File: src/rtl/mbx_pkg.sv
package mbx_pkg;
  localparam int unsigned REG_W = 8;
  // Register addresses the host software decodes.
  localparam logic [REG_W-1:0] ADDR_CTRL   = 8'hA0;
  localparam logic [REG_W-1:0] ADDR_APSTAT = 8'hA2;
  localparam logic [REG_W-1:0] ADDR_PTR    = 8'hA6;
  localparam logic [REG_W-1:0] ADDR_DATA   = 8'hA7;
  localparam logic [REG_W-1:0] ADDR_FLAG   = 8'hA8;
  // Bit positions.
  localparam int unsigned FLAG_BIT  = 0;
  localparam int unsigned LOAD_BIT  = 1;
  localparam int unsigned RST_BIT   = 0;
  localparam int unsigned ACK_BIT   = 0;
  localparam int unsigned RUN_BIT   = 1;

  typedef enum logic [2:0] {
    SEL_NONE, SEL_CTRL, SEL_APSTAT, SEL_PTR, SEL_DATA, SEL_FLAG
  } reg_sel_e;

  function automatic reg_sel_e decode(input logic [REG_W-1:0] a);
    unique case (a)
      ADDR_CTRL:   decode = SEL_CTRL;
      ADDR_APSTAT: decode = SEL_APSTAT;
      ADDR_PTR:    decode = SEL_PTR;
      ADDR_DATA:   decode = SEL_DATA;
      ADDR_FLAG:   decode = SEL_FLAG;
      default:     decode = SEL_NONE;
    endcase
  endfunction
endpackage

File: src/rtl/mbx_ptr.sv
module mbx_ptr #(
  parameter int unsigned PTR_W = 6
) (
  input  logic             clk,
  input  logic             rst_n,
  input  logic             load,
  input  logic [PTR_W-1:0] load_val,
  input  logic             step,
  output logic [PTR_W-1:0] ptr
);
  always_ff @(posedge clk) begin
    if (!rst_n)    ptr <= '0;
    else if (load) ptr <= load_val;
    else if (step) ptr <= ptr + 1'b1;
  end

  assert_ptr_load_R2: assert property (@(posedge clk) disable iff (!rst_n)
    load |=> ptr == $past(load_val));
  // step the pointer; modulo arithmetic gives the R5 wrap
  assert_ptr_step_R5: assert property (@(posedge clk) disable iff (!rst_n)
    (!load && step) |=> ptr == PTR_W'($past(ptr) + 1'b1));
  assert_ptr_hold_R10: assert property (@(posedge clk) disable iff (!rst_n)
    (!load && !step) |=> $stable(ptr));
endmodule

File: src/rtl/mbx_ram.sv
module mbx_ram #(
  parameter int unsigned DEPTH  = 64,
  parameter int unsigned DATA_W = 8,
  localparam int unsigned AW    = $clog2(DEPTH)
) (
  input  logic              clk,
  input  logic              h_we,
  input  logic [AW-1:0]     h_addr,
  input  logic [DATA_W-1:0] h_wdata,
  output logic [DATA_W-1:0] h_rdata,
  input  logic              p_we,
  input  logic [AW-1:0]     p_addr,
  input  logic [DATA_W-1:0] p_wdata,
  output logic [DATA_W-1:0] p_rdata
);
  logic [DATA_W-1:0] mem [DEPTH];

  // Per-entry write select; host has priority on an address collision.
  for (genvar i = 0; i < DEPTH; i++) begin : g_ent
    logic h_hit, p_hit;
    assign h_hit = h_we && (h_addr == AW'(i));
    assign p_hit = p_we && (p_addr == AW'(i));
    always_ff @(posedge clk) begin
      if (h_hit)      mem[i] <= h_wdata;
      else if (p_hit) mem[i] <= p_wdata;
    end
  end

  assign h_rdata = mem[h_addr];
  assign p_rdata = mem[p_addr];
endmodule

File: src/rtl/mbx_flag.sv
module mbx_flag (
  input  logic clk,
  input  logic rst_n,
  input  logic ld_we,
  input  logic wr_val,
  input  logic done,
  output logic pending
);
  always_ff @(posedge clk) begin
    if (!rst_n)     pending <= 1'b0;
    else if (done)  pending <= 1'b0;
    else if (ld_we) pending <= wr_val;
  end

  assert_done_clears_R7: assert property (@(posedge clk) disable iff (!rst_n)
    done |=> !pending);
  assert_load_takes_R6: assert property (@(posedge clk) disable iff (!rst_n)
    (ld_we && !done) |=> pending == $past(wr_val));
  assert_no_load_holds_R6: assert property (@(posedge clk) disable iff (!rst_n)
    (!ld_we && !done) |=> $stable(pending));
endmodule

File: src/rtl/mbx_host_if.sv
module mbx_host_if
  import mbx_pkg::*;
#(
  parameter int unsigned DEPTH  = 64,
  parameter int unsigned DATA_W = 8,
  localparam int unsigned AW    = $clog2(DEPTH)
) (
  input  logic              clk,
  input  logic              rst_n,
  input  logic [REG_W-1:0]  reg_addr,
  input  logic [DATA_W-1:0] reg_wdata,
  input  logic              reg_we,
  input  logic              reg_re,
  output logic [DATA_W-1:0] reg_rdata,
  output logic              ap_req_pending,
  input  logic              ap_done,
  input  logic [AW-1:0]     ap_buf_addr,
  input  logic              ap_buf_we,
  input  logic [DATA_W-1:0] ap_buf_wdata,
  output logic [DATA_W-1:0] ap_buf_rdata,
  output logic              ap_reset,
  input  logic              ap_reset_ack,
  input  logic              ap_running
);
  reg_sel_e          sel;
  logic [AW-1:0]     ptr;
  logic [DATA_W-1:0] host_byte;
  logic              data_wr, data_rd, ptr_wr, flag_wr, ctrl_wr;

  assign sel     = decode(reg_addr);
  assign data_wr = reg_we && (sel == SEL_DATA);
  assign data_rd = reg_re && (sel == SEL_DATA);
  assign ptr_wr  = reg_we && (sel == SEL_PTR);
  assign flag_wr = reg_we && (sel == SEL_FLAG);
  assign ctrl_wr = reg_we && (sel == SEL_CTRL);

  mbx_ptr #(.PTR_W(AW)) u_ptr (
    .clk      (clk),
    .rst_n    (rst_n),
    .load     (ptr_wr),
    .load_val (reg_wdata[AW-1:0]),
    .step     (data_wr || data_rd),
    .ptr      (ptr)
  );

  mbx_ram #(.DEPTH(DEPTH), .DATA_W(DATA_W)) u_ram (
    .clk     (clk),
    .h_we    (data_wr),
    .h_addr  (ptr),
    .h_wdata (reg_wdata),
    .h_rdata (host_byte),
    .p_we    (ap_buf_we),
    .p_addr  (ap_buf_addr),
    .p_wdata (ap_buf_wdata),
    .p_rdata (ap_buf_rdata)
  );

  mbx_flag u_flag (
    .clk     (clk),
    .rst_n   (rst_n),
    .ld_we   (flag_wr && reg_wdata[LOAD_BIT]),
    .wr_val  (reg_wdata[FLAG_BIT]),
    .done    (ap_done),
    .pending (ap_req_pending)
  );

  always_ff @(posedge clk) begin
    if (!rst_n)       ap_reset <= 1'b0;
    else if (ctrl_wr) ap_reset <= reg_wdata[RST_BIT];
  end

  logic [DATA_W-1:0] rd_mux;
  always_comb begin
    rd_mux = '0;
    unique case (sel)
      SEL_CTRL:   rd_mux[RST_BIT]  = ap_reset;
      SEL_APSTAT: begin
        rd_mux[ACK_BIT] = ap_reset_ack;
        rd_mux[RUN_BIT] = ap_running;
      end
      SEL_PTR:    rd_mux = DATA_W'(ptr);
      SEL_DATA:   rd_mux = host_byte;
      SEL_FLAG:   rd_mux[FLAG_BIT] = ap_req_pending;
      default:    rd_mux = '0;
    endcase
  end

  always_ff @(posedge clk) begin
    if (!rst_n)      reg_rdata <= '0;
    else if (reg_re) reg_rdata <= rd_mux;
  end

  assert_ctrl_drives_reset_R8: assert property (@(posedge clk) disable iff (!rst_n)
    ctrl_wr |=> ap_reset == $past(reg_wdata[RST_BIT]));
  assert_unmapped_zero_R10: assert property (@(posedge clk) disable iff (!rst_n)
    (reg_re && sel == SEL_NONE) |=> reg_rdata == '0);
  assert_apstat_bits_R9: assert property (@(posedge clk) disable iff (!rst_n)
    (reg_re && sel == SEL_APSTAT) |=>
      reg_rdata == {{(DATA_W-2){1'b0}}, $past(ap_running), $past(ap_reset_ack)});
  assert_rdata_holds_R4: assert property (@(posedge clk) disable iff (!rst_n)
    !reg_re |=> $stable(reg_rdata));
endmodule

File: config.mk
export PLATFORM = sky130hd
export DESIGN_NAME = mbx_host_if
export DESIGN_NICKNAME = d
export VERILOG_FILES = /design/src/rtl/mbx_pkg.sv /design/src/rtl/mbx_ptr.sv /design/src/rtl/mbx_ram.sv /design/src/rtl/mbx_flag.sv /design/src/rtl/mbx_host_if.sv
export SDC_FILE = /design/constraint.sdc
export NUM_CORES = 1
export LEC_CHECK = 0
export BUFFER_PORTS_ARGS = -buffer_cell sky130_fd_sc_hd__buf_2
export CORE_ASPECT_RATIO = 1.1
export CORE_MARGIN = 4
export CORE_UTILIZATION = 55
export CTS_CLUSTER_DIAMETER = 80
export DETAILED_ROUTE_END_ITERATION = 6
export HOLD_SLACK_MARGIN = 0.1
export PLACE_DENSITY = 0.71
export SYNTH_ARGS = -nofsm -noshare
export SYNTH_HDL_FRONTEND = slang
export SYNTH_SLANG_ARGS = --single-unit
File: constraint.sdc
create_clock -name clk -period 3 [get_ports clk]
set_clock_uncertainty 0.2 [all_clocks]
set_input_delay 0.3 -clock clk [delete_from_list [all_inputs] [get_ports clk]]
set_output_delay 0.3 -clock clk [all_outputs]
set_load 0.02 [all_outputs]
# [Yosys cells after proc, flatten, opt, wreduce, memory -nomap -nowiden]
# Memory sizes are Yosys's and may differ from the RTL's. A register that Yosys moved wholly into a read port is not among the register bits.
# Index checks and enable logic that the tools add are counted.
# W data, S select, Z words.
[op_classes] muxes=392 add_sub_neg=1 n_eq_ne=136 bitwise_logic=65 reduce_logical=139
[op_table] cell="$mux W8" count=64
[op_table] cell="$eq A6 B6 Y1 const B" count=64
[op_table] cell="$mux W1" count=320
[op_table] cell="$eq A6 B5 Y1 const B" count=32
[op_table] cell="$logic_and A1 B1 Y1" count=134
[op_table] cell="$eq A6 B4 Y1 const B" count=16
[op_table] cell="$or A1 B1 Y1" count=64
[op_table] cell="$eq A6 B3 Y1 const B" count=8
[op_table] cell="$eq A8 B8 Y1 const B" count=5
[op_table] cell="$eq A6 B2 Y1 const B" count=4
[op_table] cell="$mux W6" count=4
[op_table] cell="$pmux W3 S5" count=1
[op_table] cell="$eq A6 B1 Y1 const B" count=2
[op_table] cell="$logic_not A6 Y1" count=2
[op_table] cell="$pmux W6 S2" count=1
[op_table] cell="$add A6 B1 Y6 const B" count=1
[op_table] cell="$eq A3 B2 Y1 const B" count=2
[op_table] cell="$eq A3 B3 Y1 const B" count=2
[op_table] cell="$pmux W1 S5" count=1
[op_table] cell="$eq A3 B1 Y1 const B" count=1
[op_table] cell="$pmux W1 S3" count=1
[op_table] cell="$reduce_bool A2 Y1" count=1
[op_table] cell="$reduce_or A2 Y1" count=1
[op_table] cell="$logic_or A1 B1 Y1" count=1
[op_table] cell="$not A1 Y1" count=1
[totals] register_bits=16 input_bits=38 wordCells=738 mem_bits_rw=512 output_inout_bits=18 mem_count=1
[mem_list] name="u_ram.mem" depth=64 width=8 read_ports=2 rd_clocked_by_memory_dff=1 wr=64 line_no="mbx_ram.sv:16" rtl="logic [DATA_W-1:0] mem [DEPTH];"

# [Depth between registers and ports, before layout]
# Gate-level depths: netlist of the first run.
[depth] word_depth=9 mapped_depth=8 mapped_depth_nobuf=7

# [Modules after synthesis]
# A second synthesis of the first run with hierarchy kept.
[hier_totals] cells_unflattened=2112 hier_area_um2=31950.6
[by_module_without_submodules] mod="mbx_ram" seq_area_each_um2=15374.7 cells_each=2005 n_inst=1 area_each_um2=30987.2
[by_module_without_submodules] mod="mbx_host_if" seq_area_each_um2=180.2 cells_each=69 n_inst=1 area_each_um2=608.1
[by_module_without_submodules] mod="mbx_ptr" seq_area_each_um2=120.1 cells_each=35 n_inst=1 area_each_um2=312.8
[by_module_without_submodules] mod="mbx_flag" seq_area_each_um2=20.0 cells_each=3 n_inst=1 area_each_um2=42.5

# [Worst setup path after synthesis of the first run]
# Ideal clock, no wire load.
[synth_path] kind="input port to output port" startpoint="input port ap_buf_addr[1]" endpoint="output port ap_buf_rdata[0]" arrival_time_ns=2.345 t_required_ns=2.500 path_stages=6 setup_slack_ns=0.155 n_path_buf=3 cell_sequence="buf_2 -> buf_2 -> clkbuf_1 -> mux4_2 -> mux4_2 -> mux4_2"
[synth_via] elab_chain_cells=1
[synth_lines] element="from (decl)" line_no="mbx_host_if.sv:17" rtl="input logic [AW-1:0] ap_buf_addr,"
[synth_lines] element="$mem_v2 Z64 W8"
[synth_lines] element="to (decl)" line_no="mbx_host_if.sv:20" rtl="output logic [DATA_W-1:0] ap_buf_rdata,"
# Every way passes these cells.

==> impl_summary.txt, run 1 <==
----------------------------------------------------
[Critical path]
  Worst path required time ... 2500 ps
  Worst-path fanout max ... 2
  Buffering stage count on the worst path with inverters included ... 1
  Arrival time of data at the critical path endpoint ... 2920 ps
  Type of element capturing the critical path ... output port
  Slowest stage delay, CP ... 620 ps
  Cells traversed along the worst timing path ... mux4_2 > mux4_2 > mux4_2 > buf_6
  Dominant delay contributor by cell family on the critical path ... multiplexers
  CP dominant cell by count ... mux4_2
  Classification of the worst setup path ... reg -> out
  Cell type of the slowest stage on the worst timing path ... mux4_2
  Launching element type of the critical path ... flop

[Routing]
  Sum of routed wire length over all layers ... 110 mm
  Remaining antenna violation count ... 0
  Routed vias/inst ... 7.33
  Remaining DRCs ... 0
  Violation count after the first detailed-routing iteration ... 3153
  Routed vias ... between 20000 and 25000
  Number of optimization iterations in the first detailed-route pass ... 6
  Average wire per cell in the routed design ... 36.4 um

[Placed design]
  Pre-CTS setup slack ... -214 ps
  Placer congestion estimate ... about 1.1
  Instance area at placement ... 34700 sq um
  Number of port buffers ... 55
  Final HPWL DP ... slightly below 80 mm

[Synthesis]
  Mapped Avg Cell Area ... around 15 sq um
  Cell types with the largest area share after synthesis ... edfxtp_1 47%, mux4_2 21%, mux2_2 18%
  Number of synthesis warnings ... 0
  Post-synthesis cell area ... 32400 sq um
  Share of synthesized area occupied by flip-flops and latches ... 0.488
  Number of different library cells in the post-synthesis netlist ... 60
  Total nets after synthesis ... 2140
  Most repeated cell in the gate-level netlist after synthesis ... mux2_2
  Most common flop cell mapped by yosys ... edfxtp_1
  List of most frequent post-synthesis cells ... 514 x mux2_2, 512 x edfxtp_1, 302 x mux4_2
  Mapped Cells ... 2098
  Synthesized flop and latch total ... around 530
  Post-synth top area cell ... edfxtp_1
  Number of synthesized flops with an enable pin ... 512
  Yosys top cell area share ... 0.475
  Share of async-settable or async-resettable flops after synthesis ... 0

[Cells and area]
  Core occupancy in the finished layout ... 0.630
  Area overhead of the layout relative to synthesis ... 13.6%
  Post-route design area ... 36800 sq um
  Fraction of final layout cells with drive strength greater than 1 ... 0.552
  Layout net count ... 2243
  Antenna diode count ... 0

[Timing]
  Max Transition Viols Final ... 0
  Hold Violations, Final ... 0
  Sum of negative setup slack ... -3210 ps
  Final setup violation count ... 8
  Actual slew at the worst max-slew pin ... 1060 ps
  RSZ-0062 raised after global routing ... yes
  Max-slew headroom ... 0.290
  Final Worst Setup Slack ... -422 ps
  Shortest clock period the worst path allows after layout ... 3420 ps
  Fmax achieved ... 292 MHz
  Final critical-path share of the clock period ... 1.14

[Run]
  MaxCap Viol Count ... 0

[Floorplanning]
  Placeable core region ... 58400 sq um
  Die H ... 263 um
  Starting density of the core ... 0.554
  Std-Cell Rows ... 93
  Die area ... roughly 63000 sq um
  IO Count ... 56
  Die Span X ... 239 um

[Power and ir drop]
  Leakage power ... 12.0 nW
  Total power density per cell area ... 462 nW/um^2
  Worst IR drop on VDD ... around 430 uV
  Power after layout ... 17.0 mW

[CTS]
  Clock tree from TritonCTS ... built
  Clock network latency to the later pin of the worst-skew pair ... 630 ps
  Maximum level of the CTS H-tree ... 2
  Number of sinks driven by the clock tree ... ~530
  Clock input transition at the sequential cells of the worst setup and hold paths ... approximately 70 ps
  Buffer type at the clock tree root ... clkbuf_16
  CTS buffer count ... 57
  Largest buffer count on any clock path ... 3

[Min path]
  Worst hold path class ... in -> reg

[Global route]
  Number of antenna violations at the first check in global routing ... 4
  All-Layer GR Usage ... 0.346
  Remaining Overflow, GRT ... 0
  First-pass GRT wire length ... 158 mm
  Vias in the first global route ... between 20000 and 25000
  Pin count of the biggest net entering global routing ... 65

[Run status]
  Violations in the final reports ... negative setup slack
  Result of the run ... finished, violations left

----------------------------------------------------
registers in the layout, summed over array words and instances (netlist names), named ones only:
signal	cells
reg_rdata	8
ap_reset	1
u_ram.mem	512
u_ptr.ptr	6
u_flag.pending	1
worst paths after layout:
| path | start | to | slack (ps) | depth (start not counted) |
|---|---|---|---|---|
| worst min-delay path | ap_buf_wdata[3] | u_ram.mem[42][3] | 130 | 2 |
| worst max-delay path | u_ram.mem[15][3] | ap_buf_rdata[3] | -420 | 4 |
| worst min register to register | reg_rdata[6] | reg_rdata[6] | 290 | 2 |
| worst max register to register | u_ptr.ptr[0] | u_ram.mem[32][7] | 60 | 8 |
worst register-to-register path: stages (launching register included):
cell,delay (ps)
dfxtp_1,390
inv_1,150
ha_1,200
nand2_1,230
nor4_1,360
buf_4,230
nand2_1,90
nand3_1,430
mux2_2,410
kinds of logic after synthesis:
family | Yosys count | synth area share
flops | 534 | 0.488
xor+xnor | 1 | 0.000270
buf+inv | 232 | 0.0294
fa+ha+maj | 4 | 0.00155
compound gates | 146 | 0.0326
mux | 842 | 0.397
simple gates | 339 | 0.0511
cell type report:
| type | instances | area, sq um |
|---|---|---|
| Sequential cell | 534 | 15800 |
| Fill cell | 4287 | 21600 |
| Multi-Input combinational cell | 1332 | 15700 |
| Clock inverter | 32 | 280 |
| Clock buffer | 73 | 1570 |
| Tap cell | 760 | 951 |
| Inverter | 6 | 22.5 |
| Timing Repair Buffer | 270 | 2480 |
repair_timing:
item                       in CTS  in global routing
resized for setup              20                  3
setup endpoints to repair      10                 10
hold endpoints to repair       22                  0
hold buffers                   14                  0
buffers inserted                0                  7
pin swaps                       0                  1
cloned                          0                  0
metrics by stage:
stage | hold WS (ps) | instances
finish | 134 | 3007
global route | 140 | 3007
floorplan | 179 | 2098
detailed placement | 273 | 2881
CTS | 117 | 3000
global placement | 267 | 2881
layer usage:
metal / part of all wire / global-route usage
met1: 0.37 / 0.479
met2: 0.45 / 0.520
met3: 0.13 / 0.100
met4: 0.051 / 0.141
met5: 0.00056 / 0
report_power, final:
| group | switching, mW | total [mW] | internal, mW | leakage [nW] |
|---|---|---|---|---|
| Combinational | 0.866 | 1.62 | 0.755 | 6.32 |
| Clock | 3.09 | 7.13 | 4.04 | 0.911 |
| Sequential | 0.0367 | 8.25 | 8.22 | 4.79 |
| Total | 3.99 | 17.0 | 13.0 | 12.0 |
cell usage in the layout, fill, tap and decap left out, types with 9 or more instances in the layout:
master and n:
clkbuf_16 59, nand2b_1 13, clkinv_1 9, nand3_1 37, a22oi_1 26, buf_6 9
dfxtp_1 19, o21ai_0 25, nor3_1 12, buf_4 162, mux2i_1 23, clkbuf_1 9
edfxtp_1 512, nor2_1 21, a21oi_1 20, a21oi_2 46, nand2_1 187, mux4_2 302
buf_2 45, dlygate4sd3_1 14, buf_12 39, clkinv_2 10, nor2b_1 11, mux2_2 514
(Power assumes the default switching activity.)
==> run 2: changes to the inputs <==
--- a/config.mk
+++ b/config.mk
@@ -5,6 +5,7 @@
 export SDC_FILE = /design/constraint.sdc
 export NUM_CORES = 1
 export LEC_CHECK = 0
+export ABC_CLOCK_PERIOD_IN_PS = 2950
 export BUFFER_PORTS_ARGS = -buffer_cell sky130_fd_sc_hd__buf_2
 export CORE_ASPECT_RATIO = 1.1
 export CORE_MARGIN = 4
@@ -12,7 +13,7 @@
 export CTS_CLUSTER_DIAMETER = 80
 export DETAILED_ROUTE_END_ITERATION = 6
 export HOLD_SLACK_MARGIN = 0.1
-export PLACE_DENSITY = 0.71
+export PLACE_DENSITY = 0.74
 export SYNTH_ARGS = -nofsm -noshare
 export SYNTH_HDL_FRONTEND = slang
 export SYNTH_SLANG_ARGS = --single-unit
==> constraint.sdc (replaced) <==
create_clock -name clk -period 2.95 [get_ports clk]
set_clock_uncertainty 0.2 [all_clocks]
set_input_delay 0.295 -clock clk [delete_from_list [all_inputs] [get_ports clk]]
set_output_delay 0.295 -clock clk [all_outputs]
set_load 0.02 [all_outputs]
==> impl_summary.txt, run 2 (synthesis gave the netlist of run 1 again) <==
----------------------------------------------------
[Global route]
  Vias in the first global route ... 21903 (was 21709)
  All-Layer GR Usage ... 0.343 (was 0.346)
  First-pass GRT wire length ... 157 mm (was 158 mm)
  Remaining Overflow, GRT ... 0 (unchanged)
  Pin count of the biggest net entering global routing ... 65 (unchanged)
  Number of antenna violations at the first check in global routing ... 3 (was 4)

[Timing]
  Final setup violation count ... 8 (unchanged)
  Shortest clock period the worst path allows after layout ... 3410 ps
  Final Worst Setup Slack ... -460 ps (was -422 ps)
  Final critical-path share of the clock period ... 1.16
  Post-route worst hold slack ... 161 ps (was 134 ps)
  Actual slew at the worst max-slew pin ... 1030 ps (was 1060 ps)
  Fmax achieved ... approximately 290 MHz
  Hold Violations, Final ... 0 (unchanged)
  Max-slew headroom ... 0.313 (was 0.290)
  Max Transition Viols Final ... 0 (unchanged)
  Sum of negative setup slack ... -3490 ps (was -3210 ps)
  RSZ-0062 raised after global routing ... yes (unchanged)

[Routing]
  Routed vias ... 22261 (was 22041)
  Number of optimization iterations in the first detailed-route pass ... 5 (was 6)
  Remaining antenna violation count ... 0 (unchanged)
  Average wire per cell in the routed design ... 35.3 um (was 36.4 um)
  Remaining DRCs ... 0 (unchanged)
  Routed vias/inst ... 7.24 (was 7.33)
  Sum of routed wire length over all layers ... 109 mm (was 110 mm)
  Violation count after the first detailed-routing iteration ... 3207 (was 3153)

[Critical path]
  Launching element type of the critical path ... flop (unchanged)
  Cell type of the slowest stage on the worst timing path ... mux4_2 (unchanged)
  Type of element capturing the critical path ... output port (unchanged)
  Worst-path fanout max ... 2 (unchanged)
  CP dominant cell by count ... mux4_2 (unchanged)
  Arrival time of data at the critical path endpoint ... 2920 ps (about the same)
  Cells traversed along the worst timing path ... mux4_2 > mux4_2 > mux4_2 > buf_6 (unchanged)
  Worst path required time ... 2460 ps (was 2500 ps)
  Classification of the worst setup path ... reg -> out (unchanged)
  Slowest stage delay, CP ... 580 ps (was 620 ps)

[CTS]
  CTS buffer count ... 55 (was 57)
  Largest buffer count on any clock path ... 3 (unchanged)
  Number of sinks driven by the clock tree ... 534 (unchanged)
  Clock network latency to the later pin of the worst-skew pair ... 630 ps (about the same)
  Clock input transition at the sequential cells of the worst setup and hold paths ... 70 ps (about the same)
  Maximum level of the CTS H-tree ... 2 (unchanged)
  Clock tree from TritonCTS ... built (unchanged)
  Buffer type at the clock tree root ... clkbuf_16 (unchanged)

[Run]
  MaxCap Viol Count ... 0 (unchanged)

[Cells and area]
  Biggest register ... u_ram.mem (unchanged)
  Count of filler cells inserted in the layout ... 4110 (was 4287)
  Post-route design area ... 37900 sq um (was 36800 sq um)
  Layout net count ... 2309 (was 2243)
  Fraction of final layout cells with drive strength greater than 1 ... 0.563 (was 0.552)
  Largest registers ... u_ram.mem (512), reg_rdata (8), u_ptr.ptr (6) (unchanged)
  Area overhead of the layout relative to synthesis ... 16.9% (was 13.6%)
  Highest-count cells in the layout ignoring fill and taps ... 514 x mux2_2, 512 x edfxtp_1, 302 x mux4_2 (unchanged)
  Most common cell after layout, fill and taps aside ... mux2_2 (unchanged)
  Flip-flop count of the largest register, all copies and words added ... 512 (unchanged)

[Power and ir drop]
  Worst IR drop on VDD ... 537 uV (was 427 uV)
  Total power density per cell area ... 459 nW/um^2 (was 462 nW/um^2)
  Leakage power ... 12.4 nW (was 12.0 nW)
  Power after layout ... 17.4 mW (was 17.0 mW)

[Floorplanning]
  Die H ... 263 um (unchanged)
  Die Span X ... 239 um (unchanged)
  Starting density of the core ... 0.554 (unchanged)
  Die area ... 62800 sq um (unchanged)
  Placeable core region ... 58400 sq um (unchanged)
  IO Count ... 56 (unchanged)
  Std-Cell Rows ... 93 (unchanged)

[Run status]
  Result of the run ... finished, violations left (unchanged)
  Violations in the final reports ... negative setup slack (unchanged)

[Placed design]
  Instance area at placement ... 35700 sq um (was 34700 sq um)
  Placer congestion estimate ... 1.05 (about the same)
  Final HPWL DP ... 78.9 mm (was 79.4 mm)
  Number of port buffers ... 55 (unchanged)
  Pre-CTS setup slack ... -193 ps (was -214 ps)

[Min path]
  Worst hold path class ... in -> reg (unchanged)

----------------------------------------------------
## run 2: layout make-up
cell class              instances  area (sq um)  area share
diodes                          2          5.00    0.000132
clock buffers                  71          1490      0.0393
clock inverters                30           378     0.00998
inverters                       6          22.5    0.000595
multi-input cells            1332         15700       0.414
flip-flops and latches        534         15800       0.418
well taps                     760           951      0.0251
repair buffers                338          3510      0.0926
## run 2: final timing paths
check                   startpoint         endpoint  slack [ps]  depth (start not counted)
setup / recovery  u_ram.mem[12][1]  ap_buf_rdata[1]        -460                          4
hold / removal        reg_wdata[4]             flop         160                          3
setup reg to reg              flop     reg_rdata[3]          40                          6
hold reg to reg       reg_rdata[7]     reg_rdata[7]         290                          2
## run 2: what timing repair did
item / CTS / global route
hold buffers: 16 / 0
endpoints found under the setup margin: 11 / 11
resized for setup: 18 / 5
setup buffers: 4 / 1
hold endpoints to repair: 34 / 0
## run 2: power breakdown
part / switching, mW / internal [mW] / total, mW
logic: 0.869 / 0.779 / 1.65
clock network: 3.06 / 4.26 / 7.32
registers: 0.0405 / 8.36 / 8.40
total: 3.97 / 13.4 / 17.4
## run 2: metal layers
layer	track usage	part of all wire
met5	0	0
met3	0.0918	0.13
met4	0.114	0.043
met1	0.478	0.36
met2	0.532	0.46
## run 2: metrics by stage
| step | cells | utilization |
|---|---|---|
| detailed placement | 2949 | 0.611 |
| global placement | 2949 | 0.611 |
| global route | 3071 | 0.648 |
| floorplan | 2098 | - |
| CTS | 3070 | 0.647 |
| finish | 3073 | 0.648 |
## run 2: worst max-delay path, delay by kind of cell (launching register included)
kind	cells	cell delay (ps)
multiplexers	3	1670
flip-flops	1	450
buffers and inverters	1	170
